`src/rtl/pfc_sup_pkg.sv`:
```
package pfc_sup_pkg;
  localparam int MV_W = 16;
  typedef logic [MV_W-1:0] mv_t;
endpackage

```
`src/rtl/pfc_hyst_cmp.sv`:
```
module pfc_hyst_cmp
  import pfc_sup_pkg::*;
#(
  parameter int SET_MV     = 1000,
  parameter int CLR_MV     = 900,
  parameter bit LOW_ACTIVE = 1'b0
) (
  input  logic clk,
  input  logic rst_n,
  input  logic en,
  input  mv_t  sample,
  output logic state_d,
  output logic state_q
);
  localparam mv_t SET_V = mv_t'(SET_MV);
  localparam mv_t CLR_V = mv_t'(CLR_MV);

  generate
    if (LOW_ACTIVE) begin : g_low
      always_comb begin
        state_d = state_q;
        if (en) begin
          if (sample < SET_V)       state_d = 1'b1;
          else if (sample >= CLR_V) state_d = 1'b0;
        end
      end

      AST_LOW_SET: assert property (@(posedge clk) disable iff (!rst_n)
        en && (sample < SET_V) |=> state_q);
      AST_LOW_CLR: assert property (@(posedge clk) disable iff (!rst_n)
        en && (sample >= CLR_V) |=> !state_q);
    end else begin : g_high
      always_comb begin
        state_d = state_q;
        if (en) begin
          if (sample >= SET_V)     state_d = 1'b1;
          else if (sample < CLR_V) state_d = 1'b0;
        end
      end

      AST_HIGH_SET: assert property (@(posedge clk) disable iff (!rst_n)
        en && (sample >= SET_V) |=> state_q);
      AST_HIGH_CLR: assert property (@(posedge clk) disable iff (!rst_n)
        en && (sample < CLR_V) |=> !state_q);
    end
  endgenerate

  always_ff @(posedge clk or negedge rst_n) begin
    if (!rst_n) state_q <= 1'b0;
    else        state_q <= state_d;
  end

  AST_HOLD_NO_STROBE: assert property (@(posedge clk) disable iff (!rst_n)
    !en |=> $stable(state_q));
endmodule

```
`src/rtl/pfc_rdy_track.sv`:
```
module pfc_rdy_track
  import pfc_sup_pkg::*;
#(
  parameter int START_MV    = 12000,
  parameter int COLLAPSE_MV = 5000
) (
  input  logic clk,
  input  logic rst_n,
  input  logic en,
  input  mv_t  vcc,
  input  logic fb_hi_d,
  output logic rdy_q
);
  localparam mv_t START_V    = mv_t'(START_MV);
  localparam mv_t COLLAPSE_V = mv_t'(COLLAPSE_MV);

  logic start_q, start_d, rdy_d, collapse;

  assign collapse = (vcc < COLLAPSE_V);

  always_comb begin
    start_d = start_q;
    rdy_d   = rdy_q;
    if (en) begin
      if (collapse)            start_d = 1'b0;
      else if (vcc >= START_V) start_d = 1'b1;
      rdy_d = start_d & fb_hi_d & ~collapse;
    end
  end

  always_ff @(posedge clk or negedge rst_n) begin
    if (!rst_n) begin
      start_q <= 1'b0;
      rdy_q   <= 1'b0;
    end else begin
      start_q <= start_d;
      rdy_q   <= rdy_d;
    end
  end

  AST_RDY_COLLAPSE: assert property (@(posedge clk) disable iff (!rst_n)
    en && collapse |=> !rdy_q);
  AST_RDY_NEEDS_START: assert property (@(posedge clk) disable iff (!rst_n)
    en && !start_q && (vcc < START_V) |=> !rdy_q);
endmodule

```
`src/rtl/pfc_supervisor.sv`:
```
module pfc_supervisor
  import pfc_sup_pkg::*;
#(
  parameter int START_MV    = 12000,
  parameter int STOP_MV     = 8500,
  parameter int COLLAPSE_MV = 5000,
  parameter int OVP_SET_MV  = 2676,
  parameter int OVP_CLR_MV  = 2500,
  parameter int DIS_SET_MV  = 350,
  parameter int DIS_CLR_MV  = 451,
  parameter int RDY_SET_MV  = 2241,
  parameter int RDY_CLR_MV  = 2051
) (
  input  logic                clk,
  input  logic                rst_n,
  input  logic                smp_valid,
  input  logic [MV_W-1:0]     vcc_mv,
  input  logic [MV_W-1:0]     fb_mv,
  input  logic                therm_trip,
  output logic                supply_ok,
  output logic                ovp_inhibit,
  output logic                low_power,
  output logic                gate_permit,
  output logic                rdy_oe,
  output logic                rdy_out
);
  logic rst_meta, rst_sync_n;
  logic sup_d, ovp_d, dis_d, rfb_d, rfb_q, rdy_q;
  logic permit_d, permit_q;

  always_ff @(posedge clk or negedge rst_n) begin
    if (!rst_n) begin
      rst_meta   <= 1'b0;
      rst_sync_n <= 1'b0;
    end else begin
      rst_meta   <= 1'b1;
      rst_sync_n <= rst_meta;
    end
  end

  pfc_hyst_cmp #(.SET_MV(START_MV), .CLR_MV(STOP_MV), .LOW_ACTIVE(1'b0)) u_sup (
    .clk(clk), .rst_n(rst_sync_n), .en(smp_valid), .sample(vcc_mv),
    .state_d(sup_d), .state_q(supply_ok));

  pfc_hyst_cmp #(.SET_MV(OVP_SET_MV), .CLR_MV(OVP_CLR_MV), .LOW_ACTIVE(1'b0)) u_ovp (
    .clk(clk), .rst_n(rst_sync_n), .en(smp_valid), .sample(fb_mv),
    .state_d(ovp_d), .state_q(ovp_inhibit));

  pfc_hyst_cmp #(.SET_MV(DIS_SET_MV), .CLR_MV(DIS_CLR_MV), .LOW_ACTIVE(1'b1)) u_dis (
    .clk(clk), .rst_n(rst_sync_n), .en(smp_valid), .sample(fb_mv),
    .state_d(dis_d), .state_q(low_power));

  pfc_hyst_cmp #(.SET_MV(RDY_SET_MV), .CLR_MV(RDY_CLR_MV), .LOW_ACTIVE(1'b0)) u_rfb (
    .clk(clk), .rst_n(rst_sync_n), .en(smp_valid), .sample(fb_mv),
    .state_d(rfb_d), .state_q(rfb_q));

  pfc_rdy_track #(.START_MV(START_MV), .COLLAPSE_MV(COLLAPSE_MV)) u_rdy (
    .clk(clk), .rst_n(rst_sync_n), .en(smp_valid), .vcc(vcc_mv),
    .fb_hi_d(rfb_d), .rdy_q(rdy_q));

  always_comb begin
    permit_d = permit_q;
    if (smp_valid) permit_d = sup_d & ~ovp_d & ~dis_d & ~therm_trip;
  end

  always_ff @(posedge clk or negedge rst_sync_n) begin
    if (!rst_sync_n) permit_q <= 1'b0;
    else             permit_q <= permit_d;
  end

  assign gate_permit = permit_q;
  assign rdy_oe      = ~rdy_q;
  assign rdy_out     = 1'b0;

  AST_PERMIT_FLAGS: assert property (@(posedge clk) disable iff (!rst_sync_n)
    gate_permit |-> supply_ok && !ovp_inhibit && !low_power);
  AST_PERMIT_THERM: assert property (@(posedge clk) disable iff (!rst_sync_n)
    smp_valid && therm_trip |=> !gate_permit);
  AST_RDY_FB_HIGH: assert property (@(posedge clk) disable iff (!rst_sync_n)
    !rdy_oe |-> rfb_q);
  AST_RDY_PIN_LOW: assert property (@(posedge clk) disable iff (!rst_sync_n)
    !rdy_out);
endmodule

```
`config.mk`:
```
export PLATFORM = sky130hd
export DESIGN_NAME = pfc_supervisor
export DESIGN_NICKNAME = d
export VERILOG_FILES = /design/src/rtl/pfc_sup_pkg.sv /design/src/rtl/pfc_hyst_cmp.sv /design/src/rtl/pfc_rdy_track.sv /design/src/rtl/pfc_supervisor.sv
export SDC_FILE = /design/constraint.sdc
export NUM_CORES = 1
export LEC_CHECK = 0
export BUFFER_PORTS_ARGS = -buffer_cell sky130_fd_sc_hd__clkbuf_2
export CORE_MARGIN = 2
export CORE_UTILIZATION = 35
export DETAILED_ROUTE_END_ITERATION = 16
export PLACE_DENSITY_LB_ADDON = 0.1
export SYNTH_ARGS = -nofsm -noshare
export SYNTH_HDL_FRONTEND = slang
export SYNTH_SLANG_ARGS = --single-unit
```
`constraint.sdc`:
```
create_clock -name clk -period 0.8 [get_ports clk]
set_clock_uncertainty 0.2 [all_clocks]
set_input_delay 0.04 -clock clk [delete_from_list [all_inputs] [get_ports clk]]
set_output_delay 0.04 -clock clk [all_outputs]
set_load 0.01 [all_outputs]
```
# After elaboration in Yosys (flattened, before gate mapping)
# Index checks and enable logic that the tools add are counted.
# word_totals
reg_bits	9
latch_bits	0
ramBits	0
romBits	0
output_inout_bits	6
elab_cells	43
memories	0
# op_classes
n_addsub	0
multipliers	0
n_div	0
n_lt_le_gt_ge	9
eq_ne	0
shift	0
n_mux	15
n_bitwise	10
n_reduce_logical	0
# op_table
op	n
$ge 16x12->1 const B	2
$lt 16x12->1 const B	2
$ge 16x14->1 const B	1
$ge 16x9->1 const B	1
$lt 16x13->1 const B	1
$lt 16x14->1 const B	1
$lt 16x9->1 const B	1
$mux 1	15
$and 1x1->1	5
$not 1->1	5

# Longest topological paths before layout
# Gate-level depths: netlist of the first run.
# logic_depth
depth_word	8
ltp_mapped	6
depth_no_buf	5

# Hierarchy
# From an unflattened synthesis of the first run, not the netlist that was laid out.
# hier_totals
hier_cells	81
hier_area_um2	728.2
# modules_own_cells
module	n_inst	cells_each	area_per_inst_um2	seq_area_each_um2
pfc_rdy_track	1	19	175.2	50.0
pfc_supervisor	1	9	120.1	75.1
pfc_hyst_cmp at u_dis	1	13	116.4	25.0
pfc_hyst_cmp at u_ovp	1	13	107.6	25.0
pfc_hyst_cmp at u_sup	1	14	106.4	25.0
pfc_hyst_cmp at u_rfb	1	13	102.6	25.0

# Worst setup path before layout of the first run
# Ideal clock, no wire load.
# synth_timing
kind	input port to flip-flop
start	input port fb_mv[14]
end	register permit_q (netlist: gate_permit)
setup_time_ps	121
arrival_time_ps	1054
setup_slack_ps	-575
stages	5
path_cell_list	nor4_1 nand2_1 a31oi_1 a2111oi_0 a32o_2
# synth_via
elab_chain_len	8
# synth_lines
item	line_no	source
from (decl)	pfc_supervisor.sv:18	input logic [MV_W-1:0] fb_mv,
$lt 16x12->1	pfc_hyst_cmp.sv:37	else if (sample < CLR_V) state_d = 1'b0;
$mux 1	pfc_hyst_cmp.sv:37	
$mux 1	pfc_hyst_cmp.sv:36	if (sample >= SET_V) state_d = 1'b1;
$mux 1	pfc_hyst_cmp.sv:35	if (en) begin
$not 1->1	pfc_supervisor.sv:63	if (smp_valid) permit_d = sup_d & ~ovp_d & ~dis_d & ~therm_trip;
$and 1x1->1	pfc_supervisor.sv:63	
$and 1x1->1 (*) (2 in a row)	pfc_supervisor.sv:63	
to (signal assigned)	pfc_supervisor.sv:68	else permit_q <= permit_d;
to (decl)	pfc_supervisor.sv:29	logic permit_d, permit_q;
# Every way passes the cells marked *; elsewhere a longest branch is shown, timed or not.
# A chain may end at the register's enable or synchronous reset.

# Worst setup path in the final report of the first run
# layout_timing
start	register u_sup.state_q
end	register permit_q (netlist: gate_permit)
# layout_via
elab_chain_len	6
# layout_lines
item	line_no	source
from (decl)	pfc_hyst_cmp.sv:13	output logic state_q
from (signal assigned)	pfc_hyst_cmp.sv:50	else state_q <= state_d;
$mux 1	pfc_hyst_cmp.sv:37	
$mux 1	pfc_hyst_cmp.sv:36	
$mux 1 (*)	pfc_hyst_cmp.sv:35	
named net sup_d	pfc_supervisor.sv:28	logic sup_d, ovp_d, dis_d, rfb_d, rfb_q, rdy_q;
$and 1x1->1 (*) (3 in a row)	pfc_supervisor.sv:63	
# Mark *: on every way through the listed nets, which the timed path passes. The rest lies on a longest branch.

==> out/qor.txt, run 1 <==
Status -> finished, violations left
Violated checks -> negative hold slack, negative setup slack
Number of buffers and inverters on the critical path -> 0
Synth Register Bits -> 9
Worst-case clock buffer depth -> 2
CP startpoint kind -> flip-flop
Slew Limit Fails -> 0
Max-Cap Viols -> 0
Most common cell after layout, fill and taps aside -> clkbuf_2
Syn avg cell area -> 8.182 sq um
Pre-CTS setup slack -> -741.0 ps
Nets -> 179
Rows -> 15
Clock slew at reported path FFs -> 50 ps
# IOs -> 42
Fin Hold WS -> -96.71 ps
Total GRT Usage -> 19.44%
Netlist Area Pre-Place -> 621.8 sq um
Fillers -> 145
Leading area contributor after synthesis -> dfrtp_1
Crit path arrival time -> 1330 ps
Synth Flop Type -> dfrtp_1
Layout cell share with drive strength beyond 1 -> 57.75%
Syn Inst Count -> 76
Sink Count -> 9
Final ANT Viol Nets -> 0
Unrepaired setup endpoints after global routing -> yes
First-pass GRT wire length -> 2973 um
ANT cells -> 0
Cells along the critical path -> a21boi_2, o21ai_1, nand3_1, a32o_2
Most frequent cells in the layout -> 32 x clkbuf_2, 19 x buf_4, 10 x buf_6
Root buf cell -> clkbuf_4
Clock latency at the later pin of the worst-skew pair -> 250 ps
Min-Delay Path Class -> flip-flop to async pin
TritonCTS buffer count -> 3
Ys async rst share -> 100.0%
LEAKAGE -> 0.5674 nW
Number of flops mapped to enable cells by yosys -> 0
Drt drc -> 0
Initial antenna violation count -> 0
1st-iter DRT viols -> 26
Global placer's final weighted congestion -> 0.8512
Largest net degree at the start of global routing -> 9
Synth warnings -> 0
Vias in the first global route -> 757
Max Fclk -> 717.9 MHz
Total Wirelength -> 2133 um
Core Region -> 1689 sq um
Crit-path slowest cell -> dfrtp_1
H-tree depth reported by CTS -> 1
Placed cell areas -> 1032 sq um
Hold_buf cts -> 1
Initial Utilization -> 36.81%
Crit path largest cell delay -> 390 ps
Critical path's top delay family -> compound AO/OA/AOI/OAI gates
PwrDens -> 1071 nW/um^2
Via density -> 5.239
CP required -> 730 ps
Post-DR wirelength/cell -> 13.42 um
Power Total -> 1.284 mW
Final Hold Viols -> 9
Mapped Nets -> 112
Detailed Place HPWL -> 1595 um
Layout area overhead -> 92.76%
Setup Viol. Count Final -> 12
Sequential share of the synthesized area -> 36.22%
Cells after DPL -> 152
Crit Path Category -> flip-flop to flip-flop
Top-area cell type share of the netlist area -> 36.22%
Die width -> 46.15 um
Netlist cell types -> 33
CP endpoint kind -> flip-flop
Grt ovf -> 0
Cell area after layout -> 1199 sq um
Tmin final -> 1393 ps
Utilization after layout -> 70.96%
DRT Pass-1 Iters -> 4
CTS tree -> yes
Critical-path maximum fanout -> 3
Die ar. -> 2130 sq um
Die H -> 46.15 um
Setup tns final -> -4442 ps
Leading cell types by total area after synthesis -> dfrtp_1 36%, nand2_1 5.4%, o21ai_0 4.8%
Number of vias in the routed layout -> 833
Ratio of final minimum period to clock period -> 174.1%
Max rail drop VDD -> 1.036 mV
Final Instance Count excl. Fillers -> 159
I/O Buffers -> 38
Final WS setup -> -592.9 ps
metal layers:
layer | track usage, % | vias up | wire (um)
met3 | 2.745 | 4 | 88
li1 | - | 421 | -
met1 | 23.86 | 385 | 859
met4 | 9.143 | 0 | 40
met5 | 0 | - | 0
met2 | 33.06 | 23 | 1145
power by group:
part | total, mW | internal, mW | switching (mW)
Sequential | 0.508 | 0.484 | 0.0235
Clock | 0.321 | 0.190 | 0.130
Combinational | 0.456 | 0.253 | 0.203
path summary, 6_finish.rpt:
check | from | to | slack (ps) | depth (start not counted)
setup reg to reg | u_sup.state_q$_DFF_PN0_ | gate_permit$_DFFE_PN0P_ | -590 | 4
hold / removal | rst_sync_n$_DFF_PN0_ | u_rfb.state_q$_DFF_PN0_ | -100 | 0
max in group asynchronous | rst_sync_n$_DFF_PN0_ | u_ovp.state_q$_DFF_PN0_ | 290 | 0
hold reg to reg | rst_sync_n$_DFF_PN0_ | u_rfb.state_q$_DFF_PN0_ | -100 | 0
min in group clk | smp_valid | u_rdy.start_q$_DFFE_PN0P_ | 30 | 3
setup / recovery | u_sup.state_q$_DFF_PN0_ | gate_permit$_DFFE_PN0P_ | -590 | 4
repair_timing:
| action | 4_1_cts | 5_1_grt |
|---|---|---|
| pin swaps | 1 | 4 |
| buffers inserted | 2 | 2 |
| endpoints found under the hold margin | 9 | 9 |
| setup endpoints to repair | 12 | 12 |
| gates resized for setup | 6 | 22 |
kinds of logic (layout without fill, tap and decap cells):
kind of cell | after synthesis | in the layout | synth area share, %
flops | 9 | 9 | 36.22
simple gates | 32 | 32 | 27.16
compound gates | 28 | 28 | 31.59
other cells | 2 | 2 | 1.208
buf+inv | 5 | 71 | 3.822
worst reg2reg max path: cells and delay by family (launching register included):
kind | cells | cell delay [ps]
AND/OR/NAND/NOR | 1 | 130
flip-flops | 1 | 390
AO/OA/AOI/OAI | 3 | 570
Yosys cell counts, drive strengths merged (2+ instances only):
cell and number:
conb 2, inv 3, nor3 4, nand3 4
a211oi 2, nand2 9, buf 2, a31oi 3
nand2b 2, a21oi 4, nor4 3, nor2 6
o21a 2, o21ai 6, o2111ai 2, dfrtp 9
cell type report:
class	instances	area [sq um]	share of cell area, %
tap	17	21.27	1.775
inverter	3	11.26	0.9395
timing repair buffer	64	455.4	38.00
sequential	9	225.2	18.79
clock buffer	4	26.28	2.192
multi-input combinational	62	459.2	38.31
Power figures use the tool's default switching activity.
==> run 2, diff against run 1 <==
BUFFER_PORTS_ARGS = -buffer_cell sky130_fd_sc_hd__buf_4   (was -buffer_cell sky130_fd_sc_hd__clkbuf_2)
RECOVER_POWER = 50   (was unset)
==> out/qor.txt, run 2 (same netlist as run 1, synthesis figures left out) <==
Status -> finished, violations left
Violated checks -> negative hold slack, negative setup slack
Max-Cap Viols -> 0 (unchanged)
Setup crit start -> u_sup.state_q$_DFF_PN0_
Crit Reg-Reg Startpoint -> u_sup.state_q$_DFF_PN0_
Crit Path Category -> flip-flop to flip-flop
Rows -> 15 (unchanged)
First-pass GRT wire length -> 3029 um (+1.9%)
PwrDens -> 1040 nW/um^2 (-2.9%)
Via density -> 5.172 (-1.3%)
Final WS setup -> -558.2 ps (+34.71 ps)
CTS tree -> yes
LEAKAGE -> 0.5991 nW (+5.6%)
Max Fclk -> 736.3 MHz (+2.6%)
Final Hold Viols -> 10 (+1)
Layout cell share with drive strength beyond 1 -> 56.16% (-1.6 points)
Initial Utilization -> 36.81% (unchanged)
ANT cells -> 0 (unchanged)
Grt ovf -> 0 (unchanged)
Total Wirelength -> 1942 um (-9.0%)
# IOs -> 42 (unchanged)
Root buf cell -> clkbuf_4
Max rail drop VDD -> 1.036 mV (about the same)
CP required -> 750 ps (+20 ps)
Nets -> 183 (+2.2%)
Clock slew at reported path FFs -> 60 ps (about the same)
Die ar. -> 2130 sq um (unchanged)
Drt drc -> 0 (unchanged)
TritonCTS buffer count -> 3 (unchanged)
Hold_buf cts -> 1 (unchanged)
Worst reg2reg setup slack -> -560 ps (+30 ps)
Setup Viol. Count Final -> 12 (unchanged)
Detailed Place HPWL -> 1585 um (-0.63%)
Die H -> 46.15 um (unchanged)
Total GRT Usage -> 19.63% (+0.19 points)
Global placer's final weighted congestion -> 0.8009 (-5.9%)
Fin Hold WS -> -101.4 ps (-4.687 ps)
Core Region -> 1689 sq um (unchanged)
Sink Count -> 9 (unchanged)
Post-DR wirelength/cell -> 11.91 um (-11%)
Most common cell after layout, fill and taps aside -> buf_4
Largest net degree at the start of global routing -> 8 (-1)
Crit path arrival time -> 1310 ps (-20 ps)
Setup tns final -> -4323 ps (+119.6 ps)
Layout area overhead -> 106.8%
Most frequent cells in the layout -> 54 x buf_4, 11 x buf_6, 9 x dfrtp_1
Pre-CTS setup slack -> -746.5 ps (-5.568 ps)
H-tree depth reported by CTS -> 1 (unchanged)
1st-iter DRT viols -> 9 (-65%)
Number of vias in the routed layout -> 843 (+1.2%)
Final Instance Count excl. Fillers -> 163 (+2.5%)
Min-Delay Path Class -> flip-flop to async pin
DRT Pass-1 Iters -> 4 (unchanged)
Unrepaired setup endpoints after global routing -> yes
Fillers -> 130 (-10%)
Tmin final -> 1358 ps (-34.71 ps)
Slew Limit Fails -> 0 (unchanged)
Clock latency at the later pin of the worst-skew pair -> 250 ps (about the same)
Ratio of final minimum period to clock period -> 169.8% (-4.3 points)
CP endpoint kind -> flip-flop
Final ANT Viol Nets -> 0 (unchanged)
Vias in the first global route -> 785 (+3.7%)
Power Total -> 1.338 mW (+4.2%)
Die width -> 46.15 um (unchanged)
Worst-case clock buffer depth -> 2 (unchanged)
I/O Buffers -> 38 (unchanged)
Cells after DPL -> 156 (+2.6%)
Critical-path maximum fanout -> 3 (unchanged)
Initial antenna violation count -> 0 (unchanged)
CP startpoint kind -> flip-flop
[run 2: area by class of cell]
class,instances,area (sq um),area share [%]
Sequential cell,9,225.2,17.51
Clock buffer,4,26.28,2.043
Inverter,3,11.26,0.8755
Tap cell,17,21.27,1.654
Multi-Input combinational cell,62,444.2,34.53
Timing Repair Buffer,68,558.0,43.39
[run 2: repair_timing]
item | in CTS | in global routing
hold endpoints to repair | 10 | 9
endpoints found under the setup margin | 12 | 12
pin swaps | 4 | 2
setup buffers | 1 | 2
gates cloned | 0 | 0
resized for setup | 16 | 5
[run 2: final timing paths]
check	to	cells after the start
min	gate_permit$_DFFE_PN0P_	0
max	gate_permit$_DFFE_PN0P_	4
min reg2reg	gate_permit$_DFFE_PN0P_	0
max in group asynchronous	u_rfb.state_q$_DFF_PN0_	0
max reg2reg	gate_permit$_DFFE_PN0P_	4
min in group clk	gate_permit$_DFFE_PN0P_	3
[run 2: stage by stage]
stage | instance area (sq um) | utilization [%]
CTS | 1261 | 74.67
detailed placement | 1157 | 68.52
finish | 1286 | 76.15
global placement | 1157 | 68.52
floorplan | 660.6 | -
global route | 1286 | 76.15
[run 2: per-layer routing]
layer	track usage, %	share of wire (%)
met1	24.46	44
met2	33.33	50
met3	2.745	5.5
met4	8.571	1.4
met5	0	0
[run 2: critical path, stage by stage (launching register included)]
cell and delay, ps:
dfrtp_1 390, a21boi_2 150, o21ai_1 120, nand3_1 130, a32o_2 260
[run 2: power breakdown]
group / switching [mW] / internal, mW / total [mW]
Combinational: 0.191 / 0.304 / 0.495
Clock: 0.145 / 0.191 / 0.336
Sequential: 0.0224 / 0.484 / 0.507
Total: 0.358 / 0.980 / 1.34
==> run 3, diff against run 2 <==
ABC_AREA = 1   (was unset)
==> out/qor.txt, run 3 <==
Max layer used -> met4
Worst R2R End -> gate_permit$_DFFE_PN0P_
CP endpoint -> gate_permit$_DFFE_PN0P_
Die width -> 49.58 um (+7.4%)
Sequential share of the synthesized area -> 30.98% (-5.2 points)
Number of vias in the routed layout -> 853 (+1.2%)
Syn avg cell area -> 5.862 sq um (-28%)
Total Wirelength -> 1810 um (-6.8%)
Mapped Nets -> 160 (+43%)
Met2 wire len -> 781 um (-19%)
Layout cell share with drive strength beyond 1 -> 38.64% (-18 points)
Cell area after layout -> 1217 sq um (-5.3%)
1st-iter DRT viols -> 17 (+8)
Pre-CTS setup slack -> -448.0 ps (+298.5 ps)
Die ar. -> 2458 sq um (+15%)
Leading cell types by total area after synthesis -> dfrtp_1 31%, nand2_1 26%, nor2_1 9.8%
Unrepaired setup endpoints after global routing -> yes
Netlist Area Pre-Place -> 726.9 sq um (+17%)
P_int -> 0.9076 mW (-7.4%)
Sink Count -> 9 (unchanged)
Root buf cell -> clkbuf_4
Final Instance Count excl. Fillers -> 203 (+25%)
Vias in the first global route -> 787 (+0.25%)
Clk pwr share -> 27.2% (+2.1 points)
R2r worst-path depth -> 6 (+2)
Sequential power share -> 39.6% (+1.7 points)
Syn Inst Count -> 124 (+63%)
Max Fclk -> 873.3 MHz (+19%)
Crit Reg-Reg Startpoint -> u_sup.state_q$_DFF_PN0_
Most common cell after layout, fill and taps aside -> nand2_1
Leading area contributor after synthesis -> dfrtp_1
Ratio of final minimum period to clock period -> 143.1% (-27 points)
First-pass GRT wire length -> 3174 um (+4.8%)
LEAKAGE -> 0.6454 nW (+7.7%)
Hold_buf cts -> 1 (unchanged)
Fin Hold WS -> -112.0 ps (-10.58 ps)
Netlist cell types -> 20 (-39%)
Combinational power share -> 33.2% (-3.8 points)
Sw Ratio -> 28.04% (+1.2 points)
Crit Path Category -> flip-flop to flip-flop
Post-DR wirelength/cell -> 8.916 um (-25%)
Status -> finished, violations left
Most frequent cells in the layout -> 48 x nand2_1, 37 x buf_4, 16 x nor2_1
Worst reg2reg setup slack -> -350 ps (+210 ps)
CTS tree -> yes
Synth Register Bits -> 9 (unchanged)
Slew Limit Fails -> 0 (unchanged)
Most common cell in the synthesized netlist -> nand2_1
PwrDens -> 1036 nW/um^2 (-0.42%)
TritonCTS buffer count -> 3 (unchanged)
CP endpoint kind -> flip-flop
Utilization after layout -> 62.05% (-14 points)
Top-area cell type share of the netlist area -> 30.98% (-5.2 points)
Grt ovf -> 0 (unchanged)
Met1 WL -> 911 um (+7.7%)
Final ANT Viol Nets -> 0 (unchanged)
Cells after DPL -> 194 (+24%)
Via density -> 4.202 (-19%)
DRT Pass-1 Iters -> 4 (unchanged)
Max-Cap Viols -> 0 (unchanged)
I/O Buffers -> 38 (unchanged)
CP required -> 760 ps (about the same)
Core Region -> 1962 sq um (+16%)
Critical-path maximum fanout -> 3 (unchanged)
Setup crit start -> u_sup.state_q$_DFF_PN0_
Setup Viol. Count Final -> 12 (unchanged)
Drt drc -> 0 (unchanged)
Largest net degree at the start of global routing -> 8 (unchanged)
Total GRT Usage -> 16.37% (-3.3 points)
# IOs -> 42 (unchanged)
Clock slew at reported path FFs -> 60 ps (about the same)
Final Hold Viols -> 15 (+5)
Die H -> 49.58 um (+7.4%)
Most frequent cells after synthesis -> 51 x nand2_1, 19 x nor2_1, 13 x inv_1, 9 x dfrtp_1, 6 x o21ai_1
Worst-case clock buffer depth -> 2 (unchanged)
Max rail drop VDD -> 1.056 mV (+1.9%)
Final WS setup -> -345.1 ps (+213.0 ps)
Clock latency at the later pin of the worst-skew pair -> 260 ps (about the same)
Global placer's final weighted congestion -> 0.7990 (-0.24%)
Layout area overhead -> 67.47%
Violated checks -> negative hold slack, negative setup slack
Synth Flop Type -> dfrtp_1
Crit path arrival time -> 1100 ps (-210 ps)
Placed cell areas -> 1085 sq um (-6.3%)
Power Total -> 1.261 mW (-5.7%)
Synth warnings -> 0 (unchanged)
Psw -> 0.3536 mW (-1.3%)
Fillers -> 204 (+57%)
Nets -> 213 (+16%)
Initial Utilization -> 37.05% (+0.24 points)
CP startpoint kind -> flip-flop
H-tree depth reported by CTS -> 1 (unchanged)
Initial antenna violation count -> 0 (unchanged)
Tmin final -> 1145 ps (-213.0 ps)
Rows -> 16 (+1)
Detailed Place HPWL -> 1411 um (-11%)
Routed length on met3 -> 105 um (-0.94%)
Ys async rst share -> 100.0% (unchanged)
Min-Delay Path Class -> primary input to flip-flop
ANT cells -> 0 (unchanged)
Number of flops mapped to enable cells by yosys -> 0 (unchanged)
==> run 3: critical path, cell delays in order, from the launching register on <==
cell,delay (ps)
dfrtp_1,400
o21ai_1,130
nand2_1,70
nor2_2,100
nor2_1,60
nand2_1,50
nand2_1,40
==> run 3: how the worst min path moves through the flow <==
stage          slack [ps]       from  depth (start not counted)                      end
3_5_place_dp         -380      rst_n                          1       rst_meta$_DFF_PN0_
3_3_place_gp         -380      rst_n                          1       rst_meta$_DFF_PN0_
4_1_cts              -110  smp_valid                          3  u_ovp.state_q$_DFF_PN0_
5_1_grt               -90  smp_valid                          3  u_ovp.state_q$_DFF_PN0_
2_1_floorplan        -460      rst_n                          0       rst_meta$_DFF_PN0_
6_report             -110  smp_valid                          3  u_ovp.state_q$_DFF_PN0_
==> run 3: power by group through the flow <==
stage                     Combinational, mW  Clock [mW]  Sequential (mW)
after floorplan                       0.157           0            0.504
after global placement                0.363           0            0.505
after detailed placement              0.370           0            0.505
after CTS                             0.396       0.346            0.499
after global routing                  0.475       0.375            0.504
final                                 0.419       0.342            0.500
==> run 3: per-stage QoR <==
| step | hold slack (ps) | setup TNS [ps] |
|---|---|---|
| after CTS | -105.2 | -2937 |
| after global placement | -377.5 | -2283 |
| final | -112.0 | -2947 |
| after floorplan | -455.6 | -1341 |
| after detailed placement | -376.9 | -2408 |
| after global routing | -89.94 | -3648 |
==> run 3: layout make-up <==
class	instances	area, sq um	share of cell area, %
multi-input combinational	99	460.4	37.82
tap	27	33.78	2.775
clock buffer	4	26.28	2.158
inverter	14	52.55	4.317
sequential	9	225.2	18.50
timing repair buffer	50	419.2	34.43
==> run 3: per-layer routing <==
| metal | track usage, % | vias up |
|---|---|---|
| met4 | 6.944 | 0 |
| li1 | - | 479 |
| met1 | 23.19 | 347 |
| met2 | 24.67 | 25 |
| met5 | 0 | - |
| met3 | 2.424 | 2 |
==> run 3: repair_timing <==
| action | CTS | global route |
|---|---|---|
| pin swaps | 4 | 11 |
| hold endpoints to repair | 16 | 13 |
| resized for setup | 10 | 11 |
| endpoints found under the setup margin | 11 | 12 |
| buffers inserted | 2 | 2 |
==> run 3: cell families (layout without fill, tap and decap cells) <==
kind of cell    Yosys count  count (layout)  share of synthesized area [%]
other cells               2               2                          1.033
flops                     9               9                          30.98
simple gates             86              86                          50.09
buf+inv                  16              68                          9.811
compound gates           11              11                          8.090
